[src/rtl/ild_pkg.sv]
package ild_pkg;

  typedef enum logic [1:0] {
    ST_OK    = 2'd0,
    ST_MORE  = 2'd1,
    ST_FAULT = 2'd2,
    ST_UNSUP = 2'd3
  } ild_status_e;

  typedef struct packed {
    logic opsz;
    logic adsz;
    logic lockrep;
    logic seg;
  } pfx_flags_t;

  localparam logic [7:0] OP_ESCAPE = 8'h0F;

  function automatic logic is_seg_pfx(input logic [7:0] b);
    return (b == 8'h26) || (b == 8'h2E) || (b == 8'h36) ||
           (b == 8'h3E) || (b == 8'h64) || (b == 8'h65);
  endfunction

  function automatic logic is_lockrep_pfx(input logic [7:0] b);
    return (b == 8'hF0) || (b == 8'hF2) || (b == 8'hF3);
  endfunction

  function automatic logic is_any_pfx(input logic [7:0] b);
    return is_seg_pfx(b) || is_lockrep_pfx(b) || (b == 8'h66) || (b == 8'h67);
  endfunction

endpackage

[src/rtl/ild_pfx_scan.sv]
module ild_pfx_scan
  import ild_pkg::*;
#(
  parameter int NLANE  = 16,
  parameter int MAXPFX = 4,
  parameter int CW     = $clog2(NLANE + 1),
  parameter int PCW    = $clog2(MAXPFX + 2)
) (
  input  logic [NLANE*8-1:0] bytes_i,
  input  logic [CW-1:0]      cnt_i,
  output logic [PCW-1:0]     pfx_n_o,
  output logic               over_o,
  output pfx_flags_t         flags_o
);

  logic           run;
  logic [7:0]     b;
  logic [PCW-1:0] n;
  pfx_flags_t     fl;

  // Unbroken run of prefix bytes from lane 0, one lane beyond the limit
  always_comb begin
    run = 1'b1;
    n   = '0;
    fl  = '0;
    b   = '0;
    for (int i = 0; i <= MAXPFX; i++) begin
      b = bytes_i[i*8 +: 8];
      if (run && (i < int'(cnt_i)) && is_any_pfx(b)) begin
        n = n + PCW'(1);
        if (b == 8'h66)        fl.opsz    = 1'b1;
        if (b == 8'h67)        fl.adsz    = 1'b1;
        if (is_lockrep_pfx(b)) fl.lockrep = 1'b1;
        if (is_seg_pfx(b))     fl.seg     = 1'b1;
      end else begin
        run = 1'b0;
      end
    end
  end

  assign pfx_n_o = n;
  assign over_o  = (int'(n) > MAXPFX);
  assign flags_o = fl;

endmodule

[src/rtl/ild_opclass.sv]
module ild_opclass (
  input  logic [7:0] op_i,
  input  logic       opsz_i,
  output logic       known_o,
  output logic       uses_modrm_o,
  output logic       is_grp_o,
  output logic [2:0] imm_sz_o
);

  logic [2:0] full_imm;
  assign full_imm = opsz_i ? 3'd2 : 3'd4;

  always_comb begin
    known_o      = 1'b1;
    uses_modrm_o = 1'b0;
    is_grp_o     = 1'b0;
    imm_sz_o     = 3'd0;
    case (op_i)
      8'h00, 8'h01, 8'h02, 8'h03: uses_modrm_o = 1'b1;
      8'h04: imm_sz_o = 3'd1;
      8'h05: imm_sz_o = full_imm;
      8'h80, 8'h83: begin
        uses_modrm_o = 1'b1;
        is_grp_o     = 1'b1;
        imm_sz_o     = 3'd1;
      end
      8'h81: begin
        uses_modrm_o = 1'b1;
        is_grp_o     = 1'b1;
        imm_sz_o     = full_imm;
      end
      default: known_o = 1'b0;
    endcase
  end

endmodule

[src/rtl/ild_addr.sv]
module ild_addr (
  input  logic [7:0] modrm_i,
  input  logic [7:0] sib_i,
  output logic       sib_vld_o,
  output logic [2:0] disp_sz_o
);

  logic [1:0] md;
  logic [2:0] rm;
  logic [2:0] base;

  assign md   = modrm_i[7:6];
  assign rm   = modrm_i[2:0];
  assign base = sib_i[2:0];

  assign sib_vld_o = (md != 2'b11) && (rm == 3'b100);

  always_comb begin
    case (md)
      2'b00:   disp_sz_o = ((rm == 3'b101) || (sib_vld_o && base == 3'b101)) ? 3'd4 : 3'd0;
      2'b01:   disp_sz_o = 3'd1;
      2'b10:   disp_sz_o = 3'd4;
      default: disp_sz_o = 3'd0;
    endcase
  end

endmodule

[src/rtl/ild_top.sv]
module ild_top
  import ild_pkg::*;
#(
  parameter int NLANE  = 16,
  parameter int MAXLEN = 15,
  parameter int MAXPFX = 4,
  parameter int CW     = $clog2(NLANE + 1),
  parameter int PCW    = $clog2(MAXPFX + 2)
) (
  input  logic               clk,
  input  logic               rst_n,
  input  logic               in_vld,
  input  logic [NLANE*8-1:0] in_bytes,
  input  logic [CW-1:0]      in_cnt,
  output logic               out_vld,
  output logic [1:0]         out_status,
  output logic [CW-1:0]      out_len,
  output logic [PCW-1:0]     out_pfx_cnt,
  output logic               out_pfx_opsz,
  output logic               out_pfx_adsz,
  output logic               out_pfx_lockrep,
  output logic               out_pfx_seg,
  output logic               out_two_byte,
  output logic [7:0]         out_opcode,
  output logic               out_modrm_vld,
  output logic [7:0]         out_modrm,
  output logic               out_sib_vld,
  output logic [7:0]         out_sib,
  output logic [2:0]         out_disp_sz,
  output logic [2:0]         out_imm_sz
);

  localparam int IDXW = $clog2(NLANE);

  // Reset: asynchronous assert, synchronous release
  logic [1:0] rst_sync;
  always_ff @(posedge clk or negedge rst_n) begin
    if (!rst_n) rst_sync <= 2'b00;
    else        rst_sync <= {rst_sync[0], 1'b1};
  end
  logic rst_q_n;
  assign rst_q_n = rst_sync[1];

  // Byte lanes
  logic [7:0] lane [NLANE];
  for (genvar g = 0; g < NLANE; g++) begin : g_lane
    assign lane[g] = in_bytes[g*8 +: 8];
  end

  // Stage 1: prefixes
  logic [PCW-1:0] pfx_n;
  logic           pfx_over;
  pfx_flags_t     pfx_fl;

  ild_pfx_scan #(.NLANE(NLANE), .MAXPFX(MAXPFX), .CW(CW), .PCW(PCW)) u_pfx (
    .bytes_i (in_bytes),
    .cnt_i   (in_cnt),
    .pfx_n_o (pfx_n),
    .over_o  (pfx_over),
    .flags_o (pfx_fl)
  );

  // Stage 2: opcode lane, escape, following lanes
  logic [IDXW-1:0] idx_op, idx_nx, idx_sb;
  logic [7:0]      op0, byte_nx, byte_sb;
  logic            escape;

  assign idx_op  = IDXW'(pfx_n);
  assign idx_nx  = idx_op + IDXW'(1);
  assign idx_sb  = idx_op + IDXW'(2);
  assign op0     = lane[idx_op];
  assign byte_nx = lane[idx_nx];
  assign byte_sb = lane[idx_sb];
  assign escape  = (op0 == OP_ESCAPE);

  logic       cls_known, cls_modrm, cls_grp;
  logic [2:0] cls_imm;

  ild_opclass u_cls (
    .op_i         (op0),
    .opsz_i       (pfx_fl.opsz),
    .known_o      (cls_known),
    .uses_modrm_o (cls_modrm),
    .is_grp_o     (cls_grp),
    .imm_sz_o     (cls_imm)
  );

  // Stage 3: addressing bytes
  logic       am_sib;
  logic [2:0] am_disp;

  ild_addr u_addr (
    .modrm_i   (byte_nx),
    .sib_i     (byte_sb),
    .sib_vld_o (am_sib),
    .disp_sz_o (am_disp)
  );

  // Stage 4: length and status
  logic            has_modrm, has_sib;
  logic [2:0]      disp_n, imm_n;
  logic [CW-1:0]   total, p_c;
  ild_status_e     st_n;

  assign has_modrm = !escape && cls_known && cls_modrm;
  assign has_sib   = has_modrm && am_sib;
  assign disp_n    = has_modrm ? am_disp : 3'd0;
  assign imm_n     = (!escape && cls_known) ? cls_imm : 3'd0;
  assign p_c       = CW'(pfx_n);
  assign total     = p_c + CW'(1) + CW'(has_modrm) + CW'(has_sib) + CW'(disp_n) + CW'(imm_n);

  always_comb begin
    if (pfx_over)                                        st_n = ST_FAULT;
    else if (in_cnt <= p_c)                              st_n = ST_MORE;
    else if (escape)                                     st_n = (in_cnt < p_c + CW'(2)) ? ST_MORE : ST_UNSUP;
    else if (!cls_known)                                 st_n = ST_UNSUP;
    else if (cls_modrm && (in_cnt < p_c + CW'(2)))       st_n = ST_MORE;
    else if (cls_modrm && (pfx_fl.adsz || (cls_grp && byte_nx[5:3] != 3'b000)))
                                                         st_n = ST_UNSUP;
    else if (int'(total) > MAXLEN)                       st_n = ST_FAULT;
    else if (in_cnt < total)                             st_n = ST_MORE;
    else                                                 st_n = ST_OK;
  end

  // Result registers
  logic            vld_q;
  ild_status_e     st_q;
  logic [CW-1:0]   len_q;
  logic [PCW-1:0]  pc_q;
  pfx_flags_t      fl_q;
  logic            two_q, mv_q, sv_q;
  logic [7:0]      op_q, m_q, s_q;
  logic [2:0]      d_q, i_q;

  always_ff @(posedge clk or negedge rst_q_n) begin
    if (!rst_q_n) begin
      vld_q <= 1'b0;
      st_q  <= ST_OK;
      len_q <= '0;
      pc_q  <= '0;
      fl_q  <= '0;
      two_q <= 1'b0;
      op_q  <= '0;
      mv_q  <= 1'b0;
      m_q   <= '0;
      sv_q  <= 1'b0;
      s_q   <= '0;
      d_q   <= '0;
      i_q   <= '0;
    end else begin
      vld_q <= in_vld;
      if (in_vld) begin
        st_q  <= st_n;
        len_q <= (st_n == ST_OK) ? total : '0;
        pc_q  <= pfx_n;
        fl_q  <= pfx_fl;
        two_q <= escape;
        op_q  <= escape ? byte_nx : op0;
        mv_q  <= has_modrm;
        m_q   <= byte_nx;
        sv_q  <= has_sib;
        s_q   <= byte_sb;
        d_q   <= disp_n;
        i_q   <= imm_n;
      end
    end
  end

  assign out_vld         = vld_q;
  assign out_status      = st_q;
  assign out_len         = len_q;
  assign out_pfx_cnt     = pc_q;
  assign out_pfx_opsz    = fl_q.opsz;
  assign out_pfx_adsz    = fl_q.adsz;
  assign out_pfx_lockrep = fl_q.lockrep;
  assign out_pfx_seg     = fl_q.seg;
  assign out_two_byte    = two_q;
  assign out_opcode      = op_q;
  assign out_modrm_vld   = mv_q;
  assign out_modrm       = m_q;
  assign out_sib_vld     = sv_q;
  assign out_sib         = s_q;
  assign out_disp_sz     = d_q;
  assign out_imm_sz      = i_q;

  // Assertions
  AST_VLD_LATENCY: assert property (@(posedge clk) disable iff (!rst_q_n)
    in_vld |=> out_vld);
  AST_VLD_DROP: assert property (@(posedge clk) disable iff (!rst_q_n)
    !in_vld |=> !out_vld);
  AST_PFX_BOUND: assert property (@(posedge clk) disable iff (!rst_q_n)
    (out_vld && out_status != 2'd2) |-> (int'(out_pfx_cnt) <= MAXPFX));
  AST_LEN_BOUND: assert property (@(posedge clk) disable iff (!rst_q_n)
    (out_vld && out_status == 2'd0) |-> (out_len >= CW'(1) && int'(out_len) <= MAXLEN));
  AST_SIB_NEEDS_MODRM: assert property (@(posedge clk) disable iff (!rst_q_n)
    (out_vld && out_sib_vld) |-> out_modrm_vld);
  AST_DISP_SET: assert property (@(posedge clk) disable iff (!rst_q_n)
    out_vld |-> (out_disp_sz == 3'd0 || out_disp_sz == 3'd1 || out_disp_sz == 3'd4));
  AST_ACC_NO_MODRM: assert property (@(posedge clk) disable iff (!rst_q_n)
    (out_vld && out_status == 2'd0 && (out_opcode == 8'h04 || out_opcode == 8'h05)) |-> !out_modrm_vld);
  AST_GRP_REG_ZERO: assert property (@(posedge clk) disable iff (!rst_q_n)
    (out_vld && out_status == 2'd0 && out_opcode[7]) |-> (out_modrm[5:3] == 3'b000));
  AST_LEN_ZERO: assert property (@(posedge clk) disable iff (!rst_q_n)
    (out_vld && out_status != 2'd0) |-> (out_len == '0));

endmodule

[config.mk]
export PLATFORM = sky130hd
export DESIGN_NAME = ild_top
export DESIGN_NICKNAME = d
export VERILOG_FILES = /design/src/rtl/ild_pkg.sv /design/src/rtl/ild_pfx_scan.sv /design/src/rtl/ild_opclass.sv /design/src/rtl/ild_addr.sv /design/src/rtl/ild_top.sv
export SDC_FILE = /design/constraint.sdc
export NUM_CORES = 1
export LEC_CHECK = 0
export ABC_CLOCK_PERIOD_IN_PS = 2050
export BUFFER_PORTS_ARGS = -buffer_cell sky130_fd_sc_hd__buf_2
export CORE_ASPECT_RATIO = 0.6
export CORE_MARGIN = 2
export CORE_UTILIZATION = 25
export DETAILED_ROUTE_END_ITERATION = 10
export PLACE_DENSITY = 0.52
export SETUP_SLACK_MARGIN = 0.15
export SLEW_MARGIN = 25
export SYNTH_ARGS = -nofsm -noshare
export SYNTH_HDL_FRONTEND = slang
export SYNTH_SLANG_ARGS = --single-unit
[constraint.sdc]
create_clock -name clk -period 2.05 [get_ports clk]
set_input_delay 0.1025 -clock clk [delete_from_list [all_inputs] [get_ports clk]]
set_output_delay 0.1025 -clock clk [all_outputs]
set_load 0.02 [all_outputs]
Word level (Yosys, flattened, before mapping)
Index checks and enable logic that the tools add are counted.
Cells by class
  $add $sub $neg: 12
  $lt $le $gt $ge: 13
  eq/ne operators: 70
  muxes and demuxes: 63
  bitwise operators: 3
  reduce and logical (&&, ||, !) cells: 79
Operators with widths (count)
  $eq 8x6->1 const B: 20
  $eq 8x7->1 const B: 20
  $eq 8x8->1 const B: 18
  $bmux 8 s4: 3
  $mux 8: 7
  $logic_or 1x1->1: 52
  $mux 1: 29
  $mux 3: 8
  $mux 4: 5
  $logic_and 1x1->1: 17
  $eq 8x2->1 const B: 2
  $eq 8x3->1 const B: 2
  $mux 2: 8
  $ge 5x5->1 const B: 3
  $add 5x3->5: 2
  $lt 1x5->1 const A: 2
  $lt 2x5->1 const A: 2
  $not 4->5: 2
  $add 3x1->3 const B: 3
  $eq 3x3->1 const B: 3
  $pmux 3 s3: 1
  $reduce_or 9->1: 1
  $add 3x1->4 const B: 2
  $add 3x2->4 const B: 2
  24 further kinds: 26
Storage, ports and cells
  flip-flop bits (word level): 50
  input bits: 136
  output and inout bits: 48
  logic and storage cells: 257

Longest topological paths before layout
  depth in word-level cells: 48
  gate-level depth with buffers: 50
  depth with buffers taken out: 44

By module
Synthesis repeated with hierarchy kept, for this count alone.
Unflattened totals
  cells, all modules: 526
  area, all modules: 5841.9 um^2
By module, submodules not included
  ild_top: times used 1, cells each 379, area each 4809.6 um^2, seq. area each 1251.2 um^2
  ild_pfx_scan: times used 1, cells each 121, area each 842.1 um^2, seq. area each 0.0 um^2
  ild_opclass: times used 1, cells each 17, area each 121.4 um^2, seq. area each 0.0 um^2
  ild_addr: times used 1, cells each 9, area each 68.8 um^2, seq. area each 0.0 um^2

Least setup slack after synthesis
OpenSTA, ideal clock, no wires.
  path kind: input -> register
  from: input port in_bytes[2]
  to: register len_q[0], in the netlist out_len[0]
  setup time: 95 ps
  arrival: 9454 ps
  data required time: 1955 ps
  path slack: -7499 ps
  stages on the path: 48
  buffers on the path: 6
  cell sequence: nand4b_1 > a211o_1 > o21a_1 > a211oi_1 > ha_1 > clkbuf_1 > o2111a_1 > a21o_1 > clkbuf_1 > nand2_1 > nand2_1 > ha_1 > nor2_1 > nor2_1 > ha_1 > o21ai_0 > and4_1 > buf_2 > (+12 left out) > nor2_1 > o211ai_1 > xnor2_1 > fa_1 > inv_1 > ha_1 > fa_1 > inv_1 > ha_1 > o21ai_0 > nand2b_1 > a21oi_1 > nor2b_1 > o21ai_0 > nand3b_1 > nand2_1 > or4b_4 > o32ai_2
On the way
  cells in the longest elaborated chain, start to end: 48
  elaborated cells between the ends (all ways): 137
  classes of those cells: add/sub: 12; order compare: 5; eq/ne: 26; mux: 52; bitwise: 3; reduce/logical: 39
RTL lines
  from (decl): RTL line ild_top.sv:13  | input logic [NLANE*8-1:0] in_bytes,
  $eq 8x6->1: RTL line ild_pkg.sv:20  | return (b == 8'h26) || (b == 8'h2E) || (b == 8'h36) ||
  $logic_or 1x1->1 (3 in series): RTL line ild_pkg.sv:20
  $logic_or 1x1->1 (2 in series): RTL line ild_pkg.sv:21  | (b == 8'h3E) || (b == 8'h64) || (b == 8'h65);
  $logic_or 1x1->1 (2 in series): RTL line ild_pkg.sv:29  | return is_seg_pfx(b) || is_lockrep_pfx(b) || (b == 8'h66) || (b == 8'h67);
  $logic_or 1x1->1 *: RTL line ild_pkg.sv:29
  $logic_and 1x1->1 *: RTL line ild_pfx_scan.sv:29  | if (run && (i < int'(cnt_i)) && is_any_pfx(b)) begin
  parallel branches: the longest is 12 deep, another holds $add 3x1->3
  $mux 3 *: RTL line ild_pfx_scan.sv:29
  net pfx_n[1]: RTL line ild_top.sv:51  | logic [PCW-1:0] pfx_n;
  parallel branches: the longest is 24 deep, another holds $add 4x1->5
  $mux 5 *: RTL line ild_top.sv:154  | len_q <= (st_n == ST_OK) ? total : '0;
  to (signal assigned): RTL line ild_top.sv:154
  to (decl): RTL line ild_top.sv:128  | logic [CW-1:0] len_q;
Mark *: on every way through the listed nets, which the timed path passes. The select of a mux whose other input is x is not followed.
A chain may end at the register's enable or synchronous reset.

Worst setup path after layout
  from: input port in_bytes[10]
  to: register len_q[3], in the netlist out_len[3]
On the way
  cells in the longest elaborated chain, start to end: 45
  elaborated cells between the ends (all ways): 129
  classes of those cells: add/sub: 11; order compare: 5; eq/ne: 26; mux: 47; bitwise: 3; reduce/logical: 37
RTL lines (RTL line)
  parallel branches: the longest is 44 deep, another holds $add 3x1->3
  $mux 5 *: ild_top.sv:154
Every way passes the cells marked *. The select of a mux whose other input is x is not followed.

==> results.sh <==
export IMPL_grt_overflow=0
export IMPL_area_delta_synth_final_pct=72.7
export IMPL_finalSetupViolations=43
export IMPL_cts_root_buffer="clkbuf_16"
export IMPL_start_util=0.256
export IMPL_cp_start_kind="primary input"
export IMPL_wl_per_cell_um=21.7
export IMPL_synth_area_leader_cell="dfrtp_1"
export IMPL_power_density_nw_per_um2=317
export IMPL_dp_hpwl_um=25200
export IMPL_power_mw=3.42
export IMPL_clkLatencyLatePin_ps=290
export IMPL_path_class="in -> reg"
export IMPL_final_nets=1270
export IMPL_final_cells=1432
export IMPL_cpMaxStageDelayCell="or4b_4"
export IMPL_synth_most_common_cell="mux2i_1"
export IMPL_maxSlewViolCount=0
export IMPL_cts_tree="yes"
export IMPL_nFillCells=2362
export IMPL_fmax_mhz=129
export IMPL_dr_pass1_iters=5
export IMPL_maxCapViolCount=0
export IMPL_cp_slowest_stage_delay_ps=570
export IMPL_wirelength_um=31000
export IMPL_antenna_found_initial=2
export IMPL_yosysSeqAreaShare=0.196
export IMPL_use_met1=0.359
export IMPL_num_vias=7445
export IMPL_finalHoldViolCount=0
export IMPL_die_y_um=126
export IMPL_p_leak_nw=5.04
export IMPL_grt_pass1_wl_um=45400
export IMPL_synth_area_top_cells="dfrtp_1 20%, mux2i_1 14%, mux4_2 12%"
export IMPL_final_design_area_no_fill_um2=10800
export IMPL_fin_tns_setup_ps=-126270
export IMPL_r2r_start="rst_sync[1]$_DFF_PN0_"
export IMPL_numCtsBuffers=5
export IMPL_dp_cells=1365
export IMPL_cp_startpoint="in_bytes[10]"
export IMPL_die_width_um=208
export IMPL_synth_cells=660
export IMPL_clk_path_buf_depth=2
export IMPL_synth_edf_count=0
export IMPL_gp_congestion=0.931
export IMPL_clock_sinks=49
export IMPL_ir_worst_vdd_mv=0.389
export IMPL_finalClockSkew_ps=7.69
export IMPL_fp_coreArea_um2=24400
export IMPL_drive_gt1_frac=0.615
export IMPL_gr_usage_met2=0.310
export IMPL_regToRegEndpoint="out_sib_vld$_DFFE_PN0P_"
export IMPL_track_usage=0.229
export IMPL_critPathArrivalTime_ps=7980
export IMPL_viasPerCell=5.20
export IMPL_first_iter_violations=577
export IMPL_synth_seq_cells=49
export IMPL_synth_common_cells="85 x mux2i_1, 50 x nor2_1, 49 x dfrtp_1"
export IMPL_status="finished with violations"
export IMPL_worst_slack_ps=-5720
export IMPL_htree_levels=2
export IMPL_period_share=3.79
export IMPL_syn_avg_cell_area_um2=9.47
export IMPL_first_global_vias=7224
export IMPL_dpl_worst_slack_ps=-6250
export IMPL_cp_required_ps=2260
export IMPL_die_area_um2=26300
export IMPL_fp_row_count=44
export IMPL_globalRoute_busiestLayer="met1"
export IMPL_io_pin_count=184
export IMPL_rsz0062_at_grt="yes"
export IMPL_place_area_um2=9300
export IMPL_io_buffers=182
export IMPL_hold_class="in -> async"
export IMPL_ant_nets=0
export IMPL_ys_flop_type="dfrtp_1"
export IMPL_synth_distinct_cells=93
export IMPL_fin_crit_ps=7770
export IMPL_crit_path_max_fanout=6
export IMPL_syn_nets=822
export IMPL_met3_usage=0.0634
export IMPL_slew_headroom=0.572
export IMPL_drcViolationCount=0
export IMPL_violations="negative setup slack"
export IMPL_r2r_slack_ps=1240
export IMPL_grt_max_degree=57
export IMPL_clk_pin_slew_ps=70
export IMPL_yosysWarnings=0
export IMPL_yosysTopAreaCellShare=0.196
export IMPL_synth_area_um2=6250
export IMPL_ff2ff_path_depth=1
export IMPL_worst_pin_slew_ps=641
export IMPL_endpoint="out_len[3]$_DFFE_PN0P_"
export IMPL_synthArstFlopShare=1.00
export IMPL_worstSetupEndpointType="flip-flop"
critical path, delay by kind of cell:
kind                     cells  cell delay, ps
AND/OR/NAND/NOR             15            2500
adder cells (fa/ha/maj)      7            2120
AO/OA/AOI/OAI               12            1870
buffers and inverters        7             850
multiplexers                 1             330
XOR/XNOR                     1             190
how the worst min path moves through the flow:
| stage | cells after the start | to | start | slack, ps |
|---|---|---|---|---|
| 3_5_place_dp | 1 | rst_sync[0]$_DFF_PN0_ | rst_n | -110 |
| 6_report | 2 | rst_sync[0]$_DFF_PN0_ | rst_n | 110 |
| 4_1_cts | 2 | rst_sync[1]$_DFF_PN0_ | rst_n | 110 |
| 5_1_grt | 2 | rst_sync[0]$_DFF_PN0_ | rst_n | 130 |
| 3_3_place_gp | 1 | rst_sync[0]$_DFF_PN0_ | rst_n | -110 |
| 2_1_floorplan | 0 | rst_sync[0]$_DFF_PN0_ | rst_n | -190 |
kinds of logic (layout without fill, tap and decap cells):
| family | count (synthesis) | after routing | share of synthesized area |
|---|---|---|---|
| AO/OA/AOI/OAI | 148 | 148 | 0.171 |
| XOR/XNOR | 6 | 6 | 0.00962 |
| adder cells (fa/ha/maj) | 26 | 26 | 0.0557 |
| buffers and inverters | 90 | 539 | 0.0695 |
| flip-flops | 49 | 49 | 0.196 |
| multiplexers | 153 | 153 | 0.326 |
| other | 2 | 3 | 0.00120 |
| AND/OR/NAND/NOR | 186 | 186 | 0.170 |
layout by cell type, fill, tap and decap left out, types with 9 or more instances in the layout:
master   Yosys  routed
nor2_1      50      43
mux2_4       0      11
buf_6        5      41
mux2i_1     85      79
buf_4        5     247
a21oi_1     34      23
nand2_1     27      21
a21oi_2      0       9
o21ai_0     32      21
mux2_2      32      21
inv_1       46      42
ha_1        23      15
buf_2        8     178
dfrtp_1     49      48
nand3_1     26      23
buf_12       1      10
mux4_2      32      34
power breakdown:
| group | switching, mW | internal (mW) |
|---|---|---|
| combinational | 0.775 | 0.723 |
| clock | 0.391 | 0.455 |
| sequential | 0.0393 | 1.04 |
routing by layer:
| layer | part of all wire | up-vias |
|---|---|---|
| met2 | 0.39 | 358 |
| li1 | - | 3429 |
| met1 | 0.49 | 3637 |
| met5 | 0 | - |
| met3 | 0.10 | 21 |
| met4 | 0.010 | 0 |
sequential cells by signal (all words and copies together), names as in the netlist, 2 cells and up:
signal / count
out_disp_sz: 2
out_imm_sz: 3
out_len: 5
out_modrm: 8
out_opcode: 8
out_pfx_cnt: 3
out_sib: 8
out_status: 2
rst_sync: 2
cell type report:
| cell class | instances | area [um2] | area share |
|---|---|---|---|
| diodes | 1 | 2.50 | 0.000232 |
| clock buffers | 5 | 125 | 0.0116 |
| clock inverters | 3 | 21.3 | 0.00197 |
| inverters | 49 | 198 | 0.0183 |
| multi-input cells | 521 | 5310 | 0.492 |
| flip-flops and latches | 49 | 1230 | 0.114 |
| well taps | 322 | 403 | 0.0373 |
| repair buffers | 482 | 3500 | 0.325 |
stage by stage:
| stage | utilization | hold WS [ps] |
|---|---|---|
| 2_1_floorplan | - | -193 |
| 3_3_place_gp | 0.381 | -111 |
| 3_5_place_dp | 0.381 | -109 |
| 4_1_cts | 0.420 | 114 |
| 5_1_grt | 0.442 | 129 |
| 6_report | 0.442 | 115 |
repair_timing:
| item | 4_1_cts | 5_1_grt |
|---|---|---|
| hold buffers | 1 | 0 |
| endpoints found under the hold margin | 2 | 0 |
| gates cloned | 1 | 1 |
| buffers inserted | 36 | 19 |
| resized for setup | 132 | 76 |
| endpoints found under the setup margin | 45 | 45 |
| pin swaps | 35 | 46 |
No activity file was read; power rests on OpenSTA's default activity.
